[config.mk]
export PLATFORM = sky130hd
export DESIGN_NAME = aging_hold_logic
export DESIGN_NICKNAME = d
export VERILOG_FILES = /design/src/rtl/ahl_pkg.sv /design/src/rtl/ahl_judge.sv /design/src/rtl/ahl_ctrl.sv /design/src/rtl/aging_hold_logic.sv
export SDC_FILE = /design/constraint.sdc
export NUM_CORES = 1
export LEC_CHECK = 0
export BUFFER_PORTS_ARGS = -buffer_cell sky130_fd_sc_hd__buf_2
export CORE_AREA = 2 2 39 41
export CTS_CLUSTER_SIZE = 30
export DETAILED_ROUTE_END_ITERATION = 10
export DIE_AREA = 0 0 41 43
export MAX_ROUTING_LAYER = met4
export PLACE_DENSITY = 0.77
export RECOVER_POWER = 100
export SETUP_SLACK_MARGIN = 0.05
export SLEW_MARGIN = 10
export SYNTH_ARGS = -nofsm -noshare
export SYNTH_HDL_FRONTEND = slang
export SYNTH_SLANG_ARGS = --single-unit
[constraint.sdc]
create_clock -name clk -period 8.7 [get_ports clk]
set_input_delay 0 -clock clk [delete_from_list [all_inputs] [get_ports clk]]
set_output_delay 0 -clock clk [all_outputs]
set_load 0.005 [all_outputs]
[src/rtl/ahl_pkg.sv]
package ahl_pkg;

  // Strobes from the control section to the judging datapath
  typedef struct packed {
    logic judgeEn;    // an operand is being accepted this cycle
    logic selStrict;  // pick the strict judging block
  } ahlStrobes_t;

  // Stall counter: a two-cycle stall plus an error stall never exceed 2
  localparam int unsigned HOLD_W = 2;

endpackage

[src/rtl/ahl_judge.sv]
module ahl_judge
  import ahl_pkg::*;
#(
  parameter int unsigned WIDTH        = 8,
  parameter int unsigned ZERO_LENIENT = 3,
  parameter int unsigned ZERO_STRICT  = 5
) (
  input  logic [WIDTH-1:0] operand,
  input  ahlStrobes_t      strobes,
  output logic             needTwo
);

  localparam int unsigned CNT_W = $clog2(WIDTH + 1);
  localparam int unsigned NUM_JUDGE = 2;

  logic [CNT_W-1:0] zeroCount;
  logic [NUM_JUDGE-1:0] oneCycle;

  // Population count of the inverted operand bits
  always_comb begin
    zeroCount = '0;
    for (int i = 0; i < int'(WIDTH); i++) begin
      zeroCount = zeroCount + {{(CNT_W-1){1'b0}}, ~operand[i]};
    end
  end

  // Judging blocks: index 0 lenient, index 1 strict
  for (genvar g = 0; g < NUM_JUDGE; g++) begin : gJudge
    localparam int unsigned THR = (g == 0) ? ZERO_LENIENT : ZERO_STRICT;
    assign oneCycle[g] = (32'(zeroCount) >= THR);
  end

  // Selection between the judging blocks
  logic pickedOne;
  assign pickedOne = strobes.selStrict ? oneCycle[1] : oneCycle[0];
  assign needTwo   = strobes.judgeEn & ~pickedOne;

endmodule

[src/rtl/ahl_ctrl.sv]
module ahl_ctrl
  import ahl_pkg::*;
#(
  parameter int unsigned WINDOW    = 16,
  parameter int unsigned ERR_LIMIT = 2
) (
  input  logic        clk,
  input  logic        rst,
  input  logic        opValid,
  input  logic        razorErr,
  input  logic        needTwo,
  output ahlStrobes_t strobes,
  output logic        inEnable,
  output logic        twoCycle,
  output logic        agedMode
);

  localparam int unsigned WIN_W = (WINDOW > 1) ? $clog2(WINDOW) : 1;
  localparam int unsigned ERR_W = $clog2(ERR_LIMIT + 2);
  localparam logic [WIN_W-1:0] WIN_LAST = WIN_W'(WINDOW - 1);
  localparam logic [ERR_W:0]   ERR_SAT  = (ERR_W+1)'(ERR_LIMIT + 1);

  logic [HOLD_W-1:0] holdCnt, holdNext, holdDec;
  logic [WIN_W-1:0]  winCnt;
  logic [ERR_W-1:0]  errCnt;
  logic              agedQ;

  logic              accept, winEnd, overLimit;
  logic [ERR_W:0]    errSum;

  // Hold register drives the enable
  assign inEnable          = (holdCnt == '0);
  assign accept            = opValid & inEnable;
  assign strobes.judgeEn   = accept;
  assign strobes.selStrict = agedQ;
  assign twoCycle          = needTwo;
  assign agedMode          = agedQ;

  // Stall bookkeeping: decrement, then add new stall causes
  always_comb begin
    holdDec  = (holdCnt != '0) ? holdCnt - 1'b1 : '0;
    holdNext = holdDec + {{(HOLD_W-1){1'b0}}, needTwo}
                       + {{(HOLD_W-1){1'b0}}, razorErr};
  end

  // Aging indicator: error count over a window of accepted operations
  assign errSum    = {1'b0, errCnt} + {{ERR_W{1'b0}}, razorErr};
  assign overLimit = (errSum > (ERR_W+1)'(ERR_LIMIT));
  assign winEnd    = accept && (winCnt == WIN_LAST);

  always_ff @(posedge clk) begin
    if (rst) begin
      holdCnt <= '0;
      winCnt  <= '0;
      errCnt  <= '0;
      agedQ   <= 1'b0;
    end else begin
      holdCnt <= holdNext;
      if (overLimit) agedQ <= 1'b1;
      if (winEnd) begin
        winCnt <= '0;
        errCnt <= '0;
      end else begin
        if (accept) winCnt <= winCnt + 1'b1;
        errCnt <= overLimit ? ERR_SAT[ERR_W-1:0] : errSum[ERR_W-1:0];
      end
    end
  end

endmodule

[src/rtl/aging_hold_logic.sv]
module aging_hold_logic
  import ahl_pkg::*;
#(
  parameter int unsigned WIDTH        = 8,
  parameter int unsigned ZERO_LENIENT = 3,
  parameter int unsigned ZERO_STRICT  = 5,
  parameter int unsigned WINDOW       = 16,
  parameter int unsigned ERR_LIMIT    = 2
) (
  input  logic             clk,
  input  logic             rst,
  input  logic             opValid,
  input  logic [WIDTH-1:0] operand,
  input  logic             razorErr,
  output logic             inEnable,
  output logic             twoCycle,
  output logic             agedMode
);

  ahlStrobes_t strobes;
  logic        needTwo;

  ahl_judge #(
    .WIDTH       (WIDTH),
    .ZERO_LENIENT(ZERO_LENIENT),
    .ZERO_STRICT (ZERO_STRICT)
  ) uJudge (
    .operand(operand),
    .strobes(strobes),
    .needTwo(needTwo)
  );

  ahl_ctrl #(
    .WINDOW   (WINDOW),
    .ERR_LIMIT(ERR_LIMIT)
  ) uCtrl (
    .clk     (clk),
    .rst     (rst),
    .opValid (opValid),
    .razorErr(razorErr),
    .needTwo (needTwo),
    .strobes (strobes),
    .inEnable(inEnable),
    .twoCycle(twoCycle),
    .agedMode(agedMode)
  );

endmodule

==> flow_summary.toml, run 1 <==
[global_routing]
grt_max_degree = 7
grt_pass1_wl_um = 1950
overflow = 0
grt.total_usage_pct = 16.7
first_global_vias = 530
antenna_found_initial = 0

[routing]
avgRoutedWirePerCell_um = 10.7
vias_per_cell = 4.85
drc_errors = 0
drt_pass1_iterations = 3
wl_um = 1140
antenna_left = 0
num_vias = 519
drt_iter0_markers = 8

[synth]
synth_cells = 72
ys_seq_elements = 9
ys_seq_area_share_pct = 27.5
synthesis.area_um2 = 654
synth_nets = 97
ys.warnings.count = 0
avgSynthCellArea_um2 = 9.09
synth.distinct_cells = 21

[clock_tree]
cts_sinks = 9
insertion_delay_ns = 0.26
cts_tree = "yes"
ctsResizeCount = 0
cts_setup_buffers = 0
clock_path_buffers = 2
cts_buffers = 3
hold_buffers = 1
clk_pin_slew_ns = 0.06
h-tree-depth = 1
cts_root_buf = "clkbuf_4"

[die]
ioPinCount = 15
start_util_pct = 47.3
core-area_um2 = 1380
die_w_um = 41
dieArea_um2 = 1760
rows = 14
die_h_um = 43

[power]
pwr-share-seq_pct = 38.8
switching_share_pct = 34.4
combPwrFrac_pct = 36.7
power_uw = 133
vdd_drop_max_mv = 0.0726
power_density_nw_per_um2 = 171
leakage_nw = 0.400
p_clk_share_pct = 24.5
p_sw_uw = 45.8
intPower_uw = 87.4

[timing]
layout_min_cycle_time_ns = 3.11
setup-tns-final_ns = 0
rsz0062_at_grt = "false"
max_freq_ghz = 0.321
report.final.slew_viol_count = 0
finalClockSkew_ns = 0.00612
setup_viol = 0
worstMarginPinSlew_ns = 0.714
min_period_over_period_pct = 35.8
relSlewSlack_pct = 52.3
hold_viol_final = 0

[setup_path]
critPathSlowestCell = "fa_1"
cp.required_ns = 8.86
setup.worst_path.start_class = "input pin"
crit_fanout = 2
arrival_ns = 3.27
crit_family = "adder cells"
path_cells = "buf_2 -> inv_1 -> ha_1 -> fa_1 -> fa_1 -> fa_1 -> inv_1 -> fa_1 -> inv_1 -> o21ai_0 -> o2111ai_1 -> fa_1 -> xnor2_1 -> nor2_1"
end_kind = "flip-flop"
critPathBufInv = 4
cpMostUsedCell = "fa_1"
critPathMaxStageDelay_ns = 0.53
critPathKind = "in -> reg"

[placed_design]
port_buffers = 14
postPlaceCellArea_um2 = 744
gp_congestion = 0.753
hpwl_um = 988

[worst_hold_path]
hold_path_class = "in -> reg"

[outcome]
outcome = "finished, final reports clean"

[final_layout]
final_area_um2 = 781
final_cell_mix = "17 x inv_1, 12 x buf_2, 9 x dfxtp_1"
mostFrequentLayoutCell = "inv_1"
area_growth_pct = 19.3
diodes = 0
fin_nets = 117
drive_above_1_share_pct = 20.9
fillCellCount = 130

[job]
drv_cap = 0
[worst reg2reg max path, delay by kind of cell, from the launching register on]
kind | cells | cell delay [ns]
compound gates | 1 | 0.28
fa+ha+maj | 1 | 0.48
flops | 1 | 0.36
xor+xnor | 1 | 0.17
simple gates | 2 | 0.66
[metrics by stage]
step	instances	hold WS (ns)	setup WS, ns	util [%]
4_1_cts	107	0.115	5.56	56.5
3_3_place_gp	102	0.225	5.37	53.8
2_1_floorplan	72	0.0667	5.54	-
5_1_grt	107	0.137	5.32	56.4
3_5_place_dp	102	0.236	5.27	53.8
6_report	107	0.117	5.59	56.4
[synth_stat cells (all sizes together)]
master | n | area (um2)
inv | 17 | 63.8
dfxtp | 9 | 180
ha | 8 | 100
nor2 | 8 | 30.0
fa | 5 | 100
a21oi | 4 | 20.0
xnor2 | 4 | 35.0
o21ai | 3 | 15.0
nand2 | 2 | 7.51
a21o | 1 | 7.51
a41o | 1 | 11.3
and4bb | 1 | 12.5
mux2i | 1 | 10.0
nand2b | 1 | 6.26
nand3 | 1 | 5.00
nor3b | 1 | 7.51
o2111a | 1 | 11.3
o2111ai | 1 | 8.76
or2b | 1 | 7.51
or3 | 1 | 6.26
or3b | 1 | 8.76
[final cells by class]
type	count	area [um2]	share of cell area, %
Clock inverter	1	5.00	0.641
Multi-Input combinational cell	46	410	52.6
Clock buffer	3	22.5	2.88
Sequential cell	9	180	23.1
Tap cell	16	20.0	2.56
Inverter	17	63.8	8.17
Timing Repair Buffer	15	78.8	10.1
[cell families after synthesis]
logic type                 Yosys count  synth area share, %
buffers and inverters               17                 9.75
and+or+nand+nor                     17                 14.0
adders and majority gates           13                 30.6
muxes                                1                 1.53
DFF                                  9                 27.5
xor gates and xnor gates             4                 5.35
AOI/OAI and AO/OA                   11                 11.3
[routing by layer]
metal / part of all wire [%] / routed length [um] / GRT usage (%) / vias up
met5: 0 / 0 / - / -
met4: 2.8 / 32 / 10.0 / 0
met3: 2.3 / 26 / 1.57 / 4
met2: 53 / 607 / 28.7 / 11
met1: 42 / 476 / 16.9 / 237
li1: - / - / - / 267
[flip-flops by register name, indices dropped and copies added (netlist names)]
register / cells
uCtrl.agedMode: 1
uCtrl.errCnt: 2
uCtrl.holdCnt: 2
uCtrl.winCnt: 4
[power by group through the flow]
stage | registers, mW | logic (mW) | clock network, mW
6_report | 0.0518 | 0.0489 | 0.0326
5_1_grt | 0.0526 | 0.0578 | 0.0351
4_1_cts | 0.0517 | 0.0503 | 0.0337
3_5_place_dp | 0.0526 | 0.0499 | 0
3_3_place_gp | 0.0522 | 0.0467 | 0
2_1_floorplan | 0.0513 | 0.0366 | 0
[worst paths after layout]
check | start | end | slack, ns | depth (start not counted)
hold reg to reg | uCtrl.agedMode | uCtrl.agedMode | 0.49 | 2
setup / recovery | operand[0] | uCtrl.holdCnt[1] | 5.59 | 14
hold / removal | razorErr | uCtrl.errCnt[0] | 0.12 | 4
setup reg to reg | uCtrl.holdCnt[0] | uCtrl.holdCnt[1] | 6.64 | 5
No activity file was read; power rests on OpenSTA's default activity.
==> run 2, diff against run 1 <==
==> constraint.sdc (replaced) <==
create_clock -name clk -period 2.9 [get_ports clk]
set_input_delay 0 -clock clk [delete_from_list [all_inputs] [get_ports clk]]
set_output_delay 0 -clock clk [all_outputs]
set_load 0.005 [all_outputs]
==> flow_summary.toml, run 2 (same netlist as run 1, synthesis figures left out) <==
[timing]
relSlewSlack_pct = 79.8
min_period_over_period_pct = 97.4
rsz0062_at_grt = "true"
hold_viol_final = 0
worst_slack_ns = 0.0765
report.final.slew_viol_count = 0
worstMarginPinSlew_ns = 0.301
setup_viol = 0
layout_min_cycle_time_ns = 2.82
finalClockSkew_ns = 0.00246
max_freq_ghz = 0.354

[die]
die_h_um = 43
die_w_um = 41
dieArea_um2 = 1760
ioPinCount = 15
core-area_um2 = 1380
rows = 14
start_util_pct = 47.3

[routing]
wl_um = 1200
drt_iter0_markers = 4
drt_pass1_iterations = 4
num_vias = 521
drc_errors = 0
antenna_left = 0
avgRoutedWirePerCell_um = 10.8
vias_per_cell = 4.69

[power]
leakage_nw = 0.439
p_sw_uw = 173
switching_share_pct = 35.8
vdd_drop_max_mv = 0.230
intPower_uw = 310
p_clk_share_pct = 20.4
pwr-share-seq_pct = 32.1
power_density_nw_per_um2 = 530
combPwrFrac_pct = 47.5

[setup_path]
setup.worst_path.start_class = "input pin"
arrival_ns = 2.98
reg2reg_depth = 7
cp.required_ns = 3.06
crit_fanout = 2
r2r_slack_ns = 1.15
end_kind = "flip-flop"
critPathKind = "in -> reg"
rr_endpoint = "uCtrl.agedMode"
r2r-start = "uCtrl.errCnt[0]"

[placed_design]
hpwl_um = 939
gp_congestion = 0.727
port_buffers = 14
place_ws_ns = -0.340

[final_layout]
largest_register_ffs = 4
fillCellCount = 119
diodes = 0
final_core_util_pct = 65.9
reg_top3 = "uCtrl.winCnt (4), uCtrl.errCnt (2), uCtrl.holdCnt (2)"
final_cell_mix = "13 x inv_1, 11 x buf_2, 9 x dfxtp_1"
fin_nets = 121
drive_above_1_share_pct = 34.7
area_growth_pct = 39.4
mostFrequentLayoutCell = "inv_1"
largest_register = "uCtrl.winCnt"

[worst_hold_path]
hold_path_class = "in -> reg"
hold_start = "rst"
hold_end = "uCtrl.errCnt[1]"
whs_path_depth = 3

[job]
drv_cap = 0

[global_routing]
antenna_found_initial = 0
grt_pass1_wl_um = 1880
overflow = 0
grt_max_degree = 7
first_global_vias = 490
grt.total_usage_pct = 16.1

[clock_tree]
h-tree-depth = 1
cts_buffers = 3
cts_root_buf = "clkbuf_4"
clock_path_buffers = 2
cts_tree = "yes"
insertion_delay_ns = 0.26
clk_pin_slew_ns = 0.06
cts_sinks = 9

[outcome]
outcome = "finished, final reports clean"
[run 2: metrics by stage]
step,setup TNS [ns],instance area [um2],instances,power (mW),hold slack (ns)
3_3_place_gp,-0.590,808,103,0.335,0.242
5_1_grt,-0.0641,912,111,0.525,0.108
4_1_cts,-0.0122,881,110,0.448,0.0940
6_report,0,912,111,0.483,0.0910
2_1_floorplan,-0.168,711,72,0.295,0.0691
3_5_place_dp,-0.661,808,103,0.345,0.243
[run 2: how the worst max path moves through the flow]
stage | from | to | slack [ns] | depth (start not counted)
floorplan | operand[1] | uCtrl.holdCnt[0] | -0.09 | 12
detailed placement | operand[1] | uCtrl.holdCnt[0] | -0.34 | 13
finish | operand[0] | uCtrl.holdCnt[0] | 0.08 | 13
CTS | operand[0] | uCtrl.holdCnt[0] | -0.01 | 13
global route | operand[0] | uCtrl.holdCnt[0] | -0.03 | 13
global placement | operand[1] | uCtrl.holdCnt[0] | -0.30 | 13
[run 2: power groups by stage]
| stage | clock network, mW | registers, mW | logic, mW |
|---|---|---|---|
| after floorplan | 0 | 0.154 | 0.141 |
| after global placement | 0 | 0.157 | 0.178 |
| after detailed placement | 0 | 0.158 | 0.187 |
| after CTS | 0.0993 | 0.155 | 0.194 |
| after global routing | 0.106 | 0.158 | 0.261 |
| final | 0.0985 | 0.155 | 0.229 |
[run 2: layout make-up]
type,count,area (um2),area share (%)
Inverter,17,81.3,8.92
Timing Repair Buffer,19,130,14.3
Clock buffer,4,26.3,2.88
Multi-Input combinational cell,46,474,52.0
Sequential cell,9,180,19.8
Tap cell,16,20.0,2.19
[run 2: critical path, cell delays in order]
cell	delay (ns)
buf_6	0.10
inv_4	0.05
ha_4	0.19
fa_1	0.46
fa_1	0.51
fa_2	0.21
inv_2	0.04
fa_2	0.54
inv_4	0.05
o21ai_4	0.14
o2111ai_2	0.12
fa_2	0.54
nor2_1	0.03
[run 2: repair_timing]
action	in CTS	in global routing
gates resized for setup	4	4
endpoints found under the hold margin	4	0
hold buffers	3	0
cloned	0	0
endpoints found under the setup margin	2	2
setup buffers	0	1
pin swaps	10	4
[run 2: layer usage]
layer  up-vias  routed length (um)  global-route usage [%]
met2         7                 653                    25.9
met5         -                   0                       -
met4         0                  14                    8.00
li1        277                   -                       -
met1       235                 513                    18.9
met3         2                  21                    1.57
